==> src/rtl/xbar_pkg.sv <==
package xbar_pkg;
  localparam int ID_W = 2;

  typedef struct packed {
    logic            busy;
    logic [ID_W-1:0] owner;
  } route_t;
endpackage

==> src/rtl/xbar_port_arb.sv <==
module xbar_port_arb
  import xbar_pkg::*;
#(
  parameter int NUM_M   = 3,
  parameter int PRIO_W  = 2,
  parameter int SEL_W   = 2,
  parameter int PORT_ID = 0
) (
  input  logic                    clk,
  input  logic                    rst_n,
  input  logic [NUM_M-1:0]        mReq,
  input  logic [NUM_M*SEL_W-1:0]  mSel,
  input  logic [NUM_M*PRIO_W-1:0] mPrio,
  input  logic [NUM_M-1:0]        mBoost,
  input  logic                    sDone,
  output route_t                  route
);
  localparam int EFF_W = PRIO_W + 1;

  logic [NUM_M-1:0] reqVec;
  logic [EFF_W-1:0] eff [NUM_M];
  logic             busyQ;
  logic [ID_W-1:0]  ownerQ;
  logic [ID_W-1:0]  lastQ;
  logic [ID_W-1:0]  winner;
  logic             found;
  logic [EFF_W-1:0] best;
  logic             ownerStays;

  for (genvar i = 0; i < NUM_M; i++) begin : g_req
    assign reqVec[i] = mReq[i] && (mSel[i*SEL_W +: SEL_W] == SEL_W'(PORT_ID));
    assign eff[i]    = {mBoost[i], mPrio[i*PRIO_W +: PRIO_W]};
  end

  always_comb begin
    found  = 1'b0;
    best   = '0;
    winner = '0;
    for (int k = 0; k < NUM_M; k++) begin
      int idx;
      idx = (int'(lastQ) + 1 + k) % NUM_M;
      if (reqVec[idx] && (!found || eff[idx] > best)) begin
        found  = 1'b1;
        best   = eff[idx];
        winner = ID_W'(idx);
      end
    end
  end

  assign ownerStays = reqVec[ownerQ] && !sDone;

  always_ff @(posedge clk or negedge rst_n) begin
    if (!rst_n) begin
      busyQ  <= 1'b0;
      ownerQ <= '0;
      lastQ  <= ID_W'(NUM_M - 1);
    end else if (busyQ) begin
      if (!ownerStays) busyQ <= 1'b0;
    end else if (found) begin
      busyQ  <= 1'b1;
      ownerQ <= winner;
      lastQ  <= winner;
    end
  end

  assign route.busy  = busyQ;
  assign route.owner = ownerQ;

  // no change of owner mid-transaction
  a_r4_hold: assert property (@(posedge clk) disable iff (!rst_n)
    busyQ && reqVec[ownerQ] && !sDone |=> busyQ && $stable(ownerQ));
  // completion releases the port
  a_r4_release: assert property (@(posedge clk) disable iff (!rst_n)
    busyQ && sDone |=> !busyQ);
  // idle port stays idle and keeps its record
  a_r7_idle: assert property (@(posedge clk) disable iff (!rst_n)
    !busyQ && (reqVec == '0) |=> !busyQ && $stable(lastQ));
  // a new grant goes to a master that was requesting
  a_r8_grant_requester: assert property (@(posedge clk) disable iff (!rst_n)
    !busyQ && (reqVec != '0) |=> busyQ && ((($past(reqVec) >> ownerQ) & 1) != 0));
endmodule

==> src/rtl/xbar_datapath.sv <==
module xbar_datapath
  import xbar_pkg::*;
#(
  parameter int NUM_M = 3,
  parameter int NUM_S = 3,
  parameter int AW    = 32,
  parameter int DW    = 32
) (
  input  logic                clk,
  input  logic                rst_n,
  input  route_t              route [NUM_S],
  input  logic [NUM_M*AW-1:0] mAddr,
  input  logic [NUM_M-1:0]    mWe,
  input  logic [NUM_M*DW-1:0] mWdata,
  output logic [NUM_M-1:0]    mGnt,
  output logic [NUM_M*DW-1:0] mRdata,
  output logic [NUM_M-1:0]    mDone,
  output logic [NUM_S-1:0]    sReq,
  output logic [NUM_S*AW-1:0] sAddr,
  output logic [NUM_S-1:0]    sWe,
  output logic [NUM_S*DW-1:0] sWdata,
  input  logic [NUM_S*DW-1:0] sRdata,
  input  logic [NUM_S-1:0]    sDone
);
  for (genvar j = 0; j < NUM_S; j++) begin : g_slv
    always_comb begin
      sReq[j]             = route[j].busy;
      sAddr[j*AW +: AW]   = '0;
      sWe[j]              = 1'b0;
      sWdata[j*DW +: DW]  = '0;
      if (route[j].busy) begin
        sAddr[j*AW +: AW]  = mAddr[route[j].owner*AW +: AW];
        sWe[j]             = mWe[route[j].owner];
        sWdata[j*DW +: DW] = mWdata[route[j].owner*DW +: DW];
      end
    end
  end

  for (genvar i = 0; i < NUM_M; i++) begin : g_mst
    logic [NUM_S-1:0] ownVec;

    always_comb begin
      mGnt[i]            = 1'b0;
      mDone[i]           = 1'b0;
      mRdata[i*DW +: DW] = '0;
      for (int j = 0; j < NUM_S; j++) begin
        ownVec[j] = route[j].busy && (route[j].owner == ID_W'(i));
        if (ownVec[j]) begin
          mGnt[i]            = 1'b1;
          mDone[i]           = sDone[j];
          mRdata[i*DW +: DW] = sRdata[j*DW +: DW];
        end
      end
    end

    // a master never owns two slave ports at once
    a_r2_single_owner: assert property (@(posedge clk) disable iff (!rst_n)
      $onehot0(ownVec));
  end
endmodule

==> src/rtl/xbar_switch.sv <==
module xbar_switch
  import xbar_pkg::*;
#(
  parameter int NUM_M  = 3,
  parameter int NUM_S  = 3,
  parameter int AW     = 32,
  parameter int DW     = 32,
  parameter int PRIO_W = 2
) (
  input  logic                    clk,
  input  logic                    rst_n,
  input  logic [NUM_M-1:0]        mReq,
  input  logic [NUM_M*2-1:0]      mSel,
  input  logic [NUM_M*AW-1:0]     mAddr,
  input  logic [NUM_M-1:0]        mWe,
  input  logic [NUM_M*DW-1:0]     mWdata,
  input  logic [NUM_M*PRIO_W-1:0] mPrio,
  input  logic [NUM_M-1:0]        mBoost,
  output logic [NUM_M-1:0]        mGnt,
  output logic [NUM_M*DW-1:0]     mRdata,
  output logic [NUM_M-1:0]        mDone,
  output logic [NUM_S-1:0]        sReq,
  output logic [NUM_S*AW-1:0]     sAddr,
  output logic [NUM_S-1:0]        sWe,
  output logic [NUM_S*DW-1:0]     sWdata,
  input  logic [NUM_S*DW-1:0]     sRdata,
  input  logic [NUM_S-1:0]        sDone
);
  route_t route [NUM_S];

  initial begin
    assert (NUM_M <= (1 << ID_W) && NUM_S <= 4)
      else $error("port counts exceed id or select width");
  end

  for (genvar j = 0; j < NUM_S; j++) begin : g_arb
    xbar_port_arb #(
      .NUM_M(NUM_M), .PRIO_W(PRIO_W), .SEL_W(2), .PORT_ID(j)
    ) u_arb (
      .clk(clk), .rst_n(rst_n), .mReq(mReq), .mSel(mSel),
      .mPrio(mPrio), .mBoost(mBoost), .sDone(sDone[j]), .route(route[j])
    );
  end

  xbar_datapath #(.NUM_M(NUM_M), .NUM_S(NUM_S), .AW(AW), .DW(DW)) u_dp (
    .clk(clk), .rst_n(rst_n), .route(route),
    .mAddr(mAddr), .mWe(mWe), .mWdata(mWdata),
    .mGnt(mGnt), .mRdata(mRdata), .mDone(mDone),
    .sReq(sReq), .sAddr(sAddr), .sWe(sWe), .sWdata(sWdata),
    .sRdata(sRdata), .sDone(sDone)
  );
endmodule

==> config.mk <==
export PLATFORM = sky130hd
export DESIGN_NAME = xbar_switch
export DESIGN_NICKNAME = d
export VERILOG_FILES = /design/src/rtl/xbar_pkg.sv /design/src/rtl/xbar_port_arb.sv /design/src/rtl/xbar_datapath.sv /design/src/rtl/xbar_switch.sv
export SDC_FILE = /design/constraint.sdc
export NUM_CORES = 1
export LEC_CHECK = 0
export ABC_CLOCK_PERIOD_IN_PS = 3800
export BUFFER_PORTS_ARGS = -buffer_cell sky130_fd_sc_hd__buf_2
export CAP_MARGIN = 20
export CORE_AREA = 4 4 237 239
export CTS_BUF_LIST = sky130_fd_sc_hd__clkbuf_4 sky130_fd_sc_hd__clkbuf_8
export CTS_CLUSTER_DIAMETER = 120
export DETAILED_ROUTE_END_ITERATION = 12
export DIE_AREA = 0 0 241 243
export GPL_TIMING_DRIVEN = 0
export PLACE_DENSITY = 0.47
export SLEW_MARGIN = 15
export SYNTH_ARGS = -nofsm -noshare
export SYNTH_HDL_FRONTEND = slang
export SYNTH_HIERARCHICAL = 1
export SYNTH_SLANG_ARGS = --single-unit
==> constraint.sdc <==
create_clock -name clk -period 3.8 [get_ports clk]
set_input_delay 0.19 -clock clk [delete_from_list [all_inputs] [get_ports clk]]
set_output_delay 0.19 -clock clk [all_outputs]
set_load 0.05 [all_outputs]
==> key figures, run 1 <==
Min path
  – Worst hold path depth: 3
  – Beginning of the worst hold path: sDone[1]
  – Hold Path Class: primary input to register
  – Hold Path Sink: g_arb[1].u_arb/busyQ$_DFF_PN0_

Yosys
  – Yosys Warn Count: 6
  – Synth top area share: 20.7%
  – Post-synthesis sequential area ratio: 2.92%
  – Post-Synthesis Net Count: 1868
  – EDFF count, synth: 0
  – Cells after Synth: 1530
  – Mapped cell area: 10400 um2
  – Largest cells by area after synthesis: mux2i_1, o2bb2ai_1, and2_1
  – Top_reg_cell synth: dfrtp_1
  – Synth cell types: 70
  – Async S/R FF share, synth: 100%
  – Synth Register Bits: 12
  – Yosys top cell by area: mux2i_1
  – Mapped Avg Cell Area: 6.81 um2

Global routing
  – Largest net degree at the start of global routing: 13
  – Gr ovfl total: 0
  – First-pass GRT wire length: 99800 um
  – GRT Total Usage: 21.8%
  – Vias in the first global route: 15328
  – Initial antenna violation count: 19

Clock tree
  – CTS root buf: clkbuf_8
  – Clock Sinks: 12
  – TritonCTS buffer count: 3
  – CTS clock-pin slew for the worst setup and hold paths: 0.06 ns
  – CTS Buffer Depth: 2
  – H-tree depth: 1
  – CTS tree: done
  – Worst skew pair latency: 0.24 ns

Pwr
  – Leakage power: 7.26 nW
  – Final Power: 18.7 mW
  – Sequential share of power: 1.6%
  – Clock Power Share: 0.7%
  – VDD IR max: 458 uV
  – Internal power: 6.17 mW
  – Cell Pwr Density: 1230 nW/um2
  – NetSw: 12.5 mW
  – Comb pwr share: 97.6%
  – Switching fraction of total power: 67.0%

Die
  – Initial Utilization: 19.3%
  – IO Pins: 614
  – Core Region: 53800 um2
  – Chip height: 243 um
  – Die W: 241 um
  – Std cell rows: 85
  – Die ar.: 58600 um2

STA
  – RSZ-0062 raised after global routing: true
  – Minimum clock period after layout: 3.94 ns
  – Fmax achieved: 0.254 GHz
  – Tcrit/Tclk final: 104%
  – Worst setup margin: -0.142 ns
  – Hold Vio Cnt, Final: 0
  – Final Skew: 0.00528 ns
  – Worst slew pin tran: 0.923 ns
  – Setup violators final: 6
  – Final Max Slew Viols: 0
  – Slew headroom: 37.6%

Layout
  – Post-Layout Cell Count: 2894
  – Commonest non-fill, non-tap cells in the layout: buf_2, mux2i_1, and2_1
  – Fill count: 6035
  – Fraction of layout cells with a size suffix above 1: 39.9%
  – Commonest non-fill, non-tap cell in the layout: buf_2
  – Nets: 2523
  – P&R area growth vs syn: 45.9%

Critical path
  – WS Path Type: register to register
  – Worst r2r src: g_arb[2].u_arb/lastQ[1]$_DFFE_PN1P_
  – CP required: 3.97 ns
  – Crit end category: register
  – WP data arrival: 4.11 ns
  – Reg-to-reg endpoint: g_arb[2].u_arb/ownerQ[0]$_DFFE_PN0P_
  – Flop2flop setup slack: -0.14 ns
  – Startpoint type of the worst setup path: register
  – R2R depth: 21
  – Crit-path max FO: 6

Placed design
  – Worst slack at placement: -0.539 ns
  – GPL Wtd Cong: 0.969
  – Dpl cells: 2839
  – Post-DP HPWL: 55600 um
  – Number of buffers inserted by port buffering: 613

Detailed routing
  – Via density: 5.32
  – Post-detailed-routing wire length: 69600 um
  – First-pass DRT Iterations: 5
  – DR WL/cell: 24.1 um
  – Via Count: 15395
  – DRC Markers: 0
  – Post-DRT Antenna Nets: 0
  – DR iter-0 viols: 1370

Run status
  – Status: complete, but fails checks
  – Failing checks: setup timing

Job
  – Max-cap violations: 0
-- final cells by class --
cell class / instances / area [um2] / area share [%]
multi-input combinational: 1322 / 9520 / 62.7
tap: 696 / 871 / 5.73
timing repair buffer: 655 / 3390 / 22.3
clock buffer: 4 / 48.8 / 0.321
antenna: 14 / 35.0 / 0.231
buffer: 166 / 917 / 6.04
inverter: 25 / 101 / 0.667
sequential: 12 / 305 / 2.01
-- cell usage after synthesis, types with 4 or more instances --
library cell,n
a21boi_0,9
a21oi_1,45
a31oi_1,102
and2_1,195
and3b_1,6
buf_1,19
buf_2,53
buf_4,29
buf_6,10
clkbuf_1,59
dfrtp_1,9
ha_1,24
inv_1,23
mux2i_1,215
nand2_1,129
nand3_1,103
nand3b_1,7
nand3b_4,4
nor2_1,147
nor2b_1,21
nor3_1,10
o21a_1,9
o21ai_0,31
o2bb2ai_1,185
or2_2,9
or3_1,4
-- per-layer routing --
metal | GRT usage [%] | vias to the layer above | part of all wire (%)
met5 | 0 | - | 0.045
met4 | 8.20 | 4 | 3.9
li1 | - | 6934 | -
met1 | 26.9 | 7360 | 40
met2 | 37.5 | 932 | 48
met3 | 3.80 | 165 | 8.5
-- how the worst max path moves through the flow --
stage	start	end	slack [ns]	depth (start not counted)
6_report	g_arb[2].u_arb/lastQ[1]$_DFFE_PN1P_	g_arb[2].u_arb/ownerQ[0]$_DFFE_PN0P_	-0.14	21
5_1_grt	g_arb[1].u_arb/lastQ[1]$_DFFE_PN1P_	g_arb[1].u_arb/ownerQ[0]$_DFFE_PN0P_	-0.34	20
4_1_cts	g_arb[2].u_arb/lastQ[1]$_DFFE_PN1P_	g_arb[2].u_arb/ownerQ[0]$_DFFE_PN0P_	-0.11	20
3_5_place_dp	g_arb[0].u_arb/ownerQ[0]$_DFFE_PN0P_	g_arb[0].u_arb/ownerQ[1]$_DFFE_PN0P_	-0.54	20
3_3_place_gp	g_arb[0].u_arb/ownerQ[0]$_DFFE_PN0P_	g_arb[0].u_arb/ownerQ[1]$_DFFE_PN0P_	-0.53	20
2_1_floorplan	g_arb[1].u_arb/lastQ[1]$_DFFE_PN1P_	g_arb[1].u_arb/ownerQ[0]$_DFFE_PN0P_	-0.04	21
-- state kept, by name, summed over array words and instances (netlist names) --
name,flops
g_arb.u_arb/ownerQ,6
g_arb.u_arb/busyQ,3
g_arb.u_arb/lastQ,3
-- through the flow --
stage               hold slack [ns]  util [%]  TNS, ns  area, um2
CTS                           0.337      27.9   -0.260      15000
global route                  0.336      28.2    -1.66      15200
floorplan                    -0.106         -  -0.0703      10500
detailed placement            0.117      26.8    -4.01      14400
finish                        0.334      28.2   -0.404      15200
global placement              0.111      26.8    -3.85      14400
-- power by group through the flow --
stage / logic, mW / registers, mW / clock network, mW
2_1_floorplan: 12.0 / 0.274 / 0
3_3_place_gp: 16.4 / 0.298 / 0
3_5_place_dp: 16.5 / 0.298 / 0
4_1_cts: 17.7 / 0.306 / 0.133
5_1_grt: 19.2 / 0.319 / 0.142
6_report: 18.3 / 0.308 / 0.131
-- timing repair --
action / CTS / global route
pin swaps: 46 / 34
hold buffers: 1 / 0
hold endpoints to repair: 9 / 0
endpoints found under the setup margin: 9 / 9
resized for setup: 75 / 25
buffers inserted: 33 / 9
-- critical path, cell delays in order (launching register included) --
cell,delay (ns)
dfstp_2,0.59
inv_2,0.06
ha_4,0.19
inv_4,0.06
nor2_2,0.05
o31a_1,0.33
o21a_1,0.16
inv_2,0.07
ha_4,0.20
a21o_4,0.20
o21ai_4,0.17
nand2_2,0.08
o311ai_4,0.08
buf_4,0.18
mux2i_1,0.19
ha_1,0.21
nor2b_4,0.05
o21a_1,0.18
o21ai_2,0.23
a21oi_2,0.09
or3_1,0.33
a31oi_1,0.16
-- cells by family (layout without fill, tap and decap cells) --
family	after synthesis	in the layout	share of synthesized area [%]
buf+inv	196	850	9.56
simple gates	659	659	33.2
flops	12	12	2.92
mux	216	216	20.8
fa+ha+maj	24	24	2.88
other cells	0	14	0
compound gates	423	423	30.6
Power figures use the tool's default switching activity.
==> inputs of run 2 (changes only) <==
--- a/config.mk
+++ b/config.mk
@@ -5,6 +5,7 @@
 export SDC_FILE = /design/constraint.sdc
 export NUM_CORES = 1
 export LEC_CHECK = 0
+export ABC_AREA = 1
 export ABC_CLOCK_PERIOD_IN_PS = 3800
 export BUFFER_PORTS_ARGS = -buffer_cell sky130_fd_sc_hd__buf_2
 export CAP_MARGIN = 20
==> run 2 against run 1 <==
  * The flow now finishes without violations
  * Critical path depth is 15 lower
  * Sequential share of layout area is 0.088 points higher
  * Cell area is 3.4% lower
  * Flip-flop and latch count stayed put
  * Worst setup slack better by 0.26 ns
  * Final cell count is 25% higher
  * Wire length is 33% higher
  * Core utilization is 0.97 points lower
  * Die area stayed put
==> key figures, run 2 <==
Run status
  – Status: complete, no violations

Layout
  – P&R area growth vs syn: 40.1%
  – Fraction of layout cells with a size suffix above 1: 27.1% (-13 points)
  – Top reg by flops: g_arb.u_arb/ownerQ
  – Util after Layout: 27.3% (-0.97 points)
  – Register area: 308 um2 (+0.82%)
  – Post-Layout Cell Count: 3619 (+25%)
  – Commonest non-fill, non-tap cells in the layout: nand2_1, buf_2, nand3_1
  – Largest registers: g_arb.u_arb/ownerQ (6), g_arb.u_arb/busyQ (3), g_arb.u_arb/lastQ (3)
  – Multi-input gate area: 8560 um2 (-10%)
  – Largest register FFs: 6 (unchanged)
  – Nets: 3253 (+29%)
  – Fill count: 6598 (+9.3%)
  – Commonest non-fill, non-tap cell in the layout: nand2_1

Yosys
  – Synth top area share: 35.9% (+15 points)
  – Cells after Synth: 2291 (+50%)
  – Adder-cell share of the synthesized area: 2.87% (-0.017 points)
  – Synth Area in XOR/XNOR: 0% (unchanged)
  – Top_reg_cell synth: dfrtp_1
  – Mapped Avg Cell Area: 4.57 um2 (-33%)
  – Synth Area in Compound Gates: 11.5% (-19 points)
  – Mapped cell area: 10500 um2 (+0.60%)
  – Synth cell types: 36 (-49%)
  – Simple-gate portion of the synthesized area: 66.3% (+33 points)
  – Synth Register Bits: 12 (unchanged)
  – Combinational family with the most area after synthesis: simple AND/OR/NAND/NOR gates
  – Post-synthesis sequential area ratio: 2.90% (-0.017 points)
  – Yosys Warn Count: 6 (unchanged)
  – Post-Synthesis Net Count: 2629 (+41%)
  – Post-synthesis mux area share: 0% (-21 points)
  – Largest cells by area after synthesis: nand2_1, nand3_1, inv_1
  – Commonest cells post-synth: nand2_1, nand3_1, inv_1
  – Most numerous cell in the Yosys netlist: nand2_1
  – EDFF count, synth: 0 (unchanged)
  – Yosys top cell by area: nand2_1
  – Async S/R FF share, synth: 100% (unchanged)

Critical path
  – Flop2flop setup slack: 0.35 ns (+0.49 ns)
  – Crit-path slowest cell: clkdlybuf4s15_1
  – Critical path's largest stage delay: 0.75 ns (+0.16 ns)
  – Worst r2r src: g_arb[0].u_arb/lastQ[1]$_DFFE_PN1P_
  – Crit end category: output pin
  – WP data arrival: 3.49 ns (-0.62 ns)
  – CP required: 3.61 ns (-0.36 ns)
  – Crit-path cells: buf_4 -> buf_2 -> clkdlybuf4s15_1 -> nand2_1 -> o211ai_1 -> buf_2
  – WS Path Type: register to output pin
  – Buf+Inv Stages, Crit Path: 4 (unchanged)
  – Most common cell on crit path: buf_2
  – Reg-to-reg endpoint: g_arb[0].u_arb/ownerQ[1]$_DFFE_PN0P_
  – Startpoint type of the worst setup path: register
  – Crit-path max FO: 10 (+4)
  – CP delay by family, top: buffers and inverters
  – R2R depth: 23 (+9.5%)

Detailed routing
  – Post-DRT Antenna Nets: 0 (unchanged)
  – First-pass DRT Iterations: 6 (+1)
  – DR iter-0 viols: 1872 (+37%)
  – DRC Markers: 0 (unchanged)
  – DR WL/cell: 25.5 um (+6.1%)
  – Post-detailed-routing wire length: 92400 um (+33%)
  – Via density: 5.08 (-4.4%)
  – Via Count: 18400 (+20%)

STA
  – Fmax achieved: 0.271 GHz (+7.0%)
  – Setup violators final: 0 (-6)
  – Minimum clock period after layout: 3.68 ns (-0.258 ns)
  – Hold Vio Cnt, Final: 0 (unchanged)
  – Tcrit/Tclk final: 96.9% (-6.8 points)
  – Final Skew: 0.000648 ns (-0.00463 ns)
  – Final Max Slew Viols: 0 (unchanged)
  – Worst slew pin tran: 1.17 ns (+0.244 ns)
  – RSZ-0062 raised after global routing: false
  – Slew headroom: 22.2% (-15 points)
  – Setup TNS: 0 ns (+0.404 ns)

Clock tree
  – Clock Sinks: 12 (unchanged)
  – TritonCTS buffer count: 3 (unchanged)
  – Worst skew pair latency: 0.24 ns (about the same)
  – CTS root buf: clkbuf_8
  – CTS tree: done
  – CTS clock-pin slew for the worst setup and hold paths: 0.05 ns (about the same)
  – H-tree depth: 1 (unchanged)
  – CTS Buffer Depth: 2 (unchanged)

Pwr
  – Leakage power: 9.31 nW (+28%)
  – Sequential share of power: 1.7% (about the same)
  – Clock Power Share: 0.9% (+0.2 points)
  – Comb pwr share: 97.4% (-0.2 points)
  – Cell Pwr Density: 951 nW/um2 (-23%)
  – NetSw: 10.9 mW (-13%)
  – Switching fraction of total power: 77.9% (+11 points)
  – VDD IR max: 343 uV (-25%)
  – Internal power: 3.08 mW (-50%)

Global routing
  – Largest net degree at the start of global routing: 13 (unchanged)
  – Initial antenna violation count: 18 (-1)
  – First-pass GRT wire length: 127000 um (+27%)
  – Vias in the first global route: 17493 (+14%)
  – Gr ovfl total: 0 (unchanged)
  – GRT Total Usage: 29.5% (+7.7 points)

Die
  – Core Region: 53800 um2 (unchanged)
  – Chip height: 243 um (unchanged)
  – Die ar.: 58600 um2 (unchanged)
  – Initial Utilization: 19.5% (+0.12 points)
  – IO Pins: 614 (unchanged)
  – Std cell rows: 85 (unchanged)
  – Die W: 241 um (unchanged)

Min path
  – Beginning of the worst hold path: sDone[0]
  – Worst hold path depth: 2 (-1)
  – Hold Path Sink: g_arb[0].u_arb/busyQ$_DFF_PN0_
  – Hold Path Class: primary input to register

Job
  – Max-cap violations: 0 (unchanged)

Placed design
  – GPL Wtd Cong: 0.985 (+1.7%)
  – Dpl cells: 3602 (+27%)
  – Post-DP HPWL: 73500 um (+32%)
  – Number of buffers inserted by port buffering: 613 (unchanged)
## run 2: changes by cell type in the layout (fill, tap and decap cells not counted), moves of 64 or more
cell	delta
inv_1	+232
nand2_1	+872
nand3_1	+147
nor2_1	+90
a31oi_1	-100
and2_1	-195
o2bb2ai_1	-185
mux2i_1	-213
nand4_1	+96
o21ai_0	+64
## run 2: what timing repair did
item	4_1_cts	5_1_grt
gates resized for setup	0	36
endpoints found under the hold margin	9	0
endpoints found under the setup margin	0	10
setup buffers	0	3
hold buffers	1	0
## run 2: cell type report
cell class | count | share of cell area [%]
Multi-Input combinational cell | 1859 | 58.3
Timing Repair Buffer | 619 | 21.3
Inverter | 263 | 6.80
Tap cell | 696 | 5.93
Buffer | 157 | 5.03
Sequential cell | 12 | 2.10
Clock buffer | 4 | 0.333
Antenna cell | 9 | 0.153
## run 2: kinds of logic (layout without fill, tap and decap cells)
group | count (synthesis) | in the layout
simple gates | 1637 | 1637
compound gates | 198 | 198
fa+ha+maj | 24 | 24
other cells | 0 | 9
flops | 12 | 12
buf+inv | 420 | 1043
## run 2: how the worst max path moves through the flow
stage | startpoint | cells after the start | end
floorplan | g_arb[0].u_arb/ownerQ[0]$_DFFE_PN0P_ | 24 | g_arb[0].u_arb/ownerQ[1]$_DFFE_PN0P_
global placement | g_arb[2].u_arb/ownerQ[0]$_DFFE_PN0P_ | 23 | g_arb[2].u_arb/ownerQ[1]$_DFFE_PN0P_
detailed placement | g_arb[2].u_arb/ownerQ[0]$_DFFE_PN0P_ | 23 | g_arb[2].u_arb/ownerQ[1]$_DFFE_PN0P_
CTS | g_arb[2].u_arb/ownerQ[0]$_DFFE_PN0P_ | 23 | g_arb[2].u_arb/ownerQ[1]$_DFFE_PN0P_
global route | g_arb[1].u_arb/ownerQ[0]$_DFFE_PN0P_ | 24 | g_arb[1].u_arb/ownerQ[1]$_DFFE_PN0P_
finish | g_arb[0].u_arb/busyQ$_DFF_PN0_ | 6 | sAddr[5]
## run 2: through the flow
step / hold slack (ns) / cell area (um2) / setup WS, ns / power, mW
CTS: 0.240 / 14500 / 0.106 / 13.7
global placement: 0.0921 / 14400 / 0.126 / 13.5
global route: 0.242 / 14700 / 0.00485 / 14.7
floorplan: -0.106 / 10500 / 0.649 / 9.07
finish: 0.244 / 14700 / 0.117 / 13.9
detailed placement: 0.0974 / 14400 / 0.140 / 13.5
## run 2: worst register-to-register path, stage by stage, from the launching register on
cell and delay, ns:
dfstp_2 0.55, ha_2 0.32, inv_2 0.09, buf_6 0.14, nand4_2 0.13, nand3_4 0.13, nand2_1 0.08, ha_1 0.30
nand2_1 0.05, o21ai_1 0.11, nand2_1 0.10, nand2_4 0.09, nand2_4 0.07, nand2_1 0.07, o21ai_0 0.09, ha_1 0.34
a21oi_1 0.14, o21ai_0 0.08, nand2_1 0.12, nand2_2 0.09, nand2_2 0.06, nand2_1 0.07, nand3_2 0.08, nand2_1 0.05
## run 2: power by group through the flow
stage / Clock, mW / Sequential, mW / Combinational [mW]
after detailed placement: 0 / 0.233 / 13.3
after global routing: 0.138 / 0.242 / 14.3
after global placement: 0 / 0.232 / 13.2
after CTS: 0.133 / 0.231 / 13.3
final: 0.127 / 0.234 / 13.6
after floorplan: 0 / 0.214 / 8.86
## run 2: routing by layer
layer	part of all wire, %	track usage (%)	up-vias	wire, um
li1	-	-	8517	-
met4	6.0	15.0	22	5500
met3	9.5	6.01	244	8800
met2	46	48.3	1135	42200
met5	0.16	0	-	151
met1	39	36.4	8482	35700
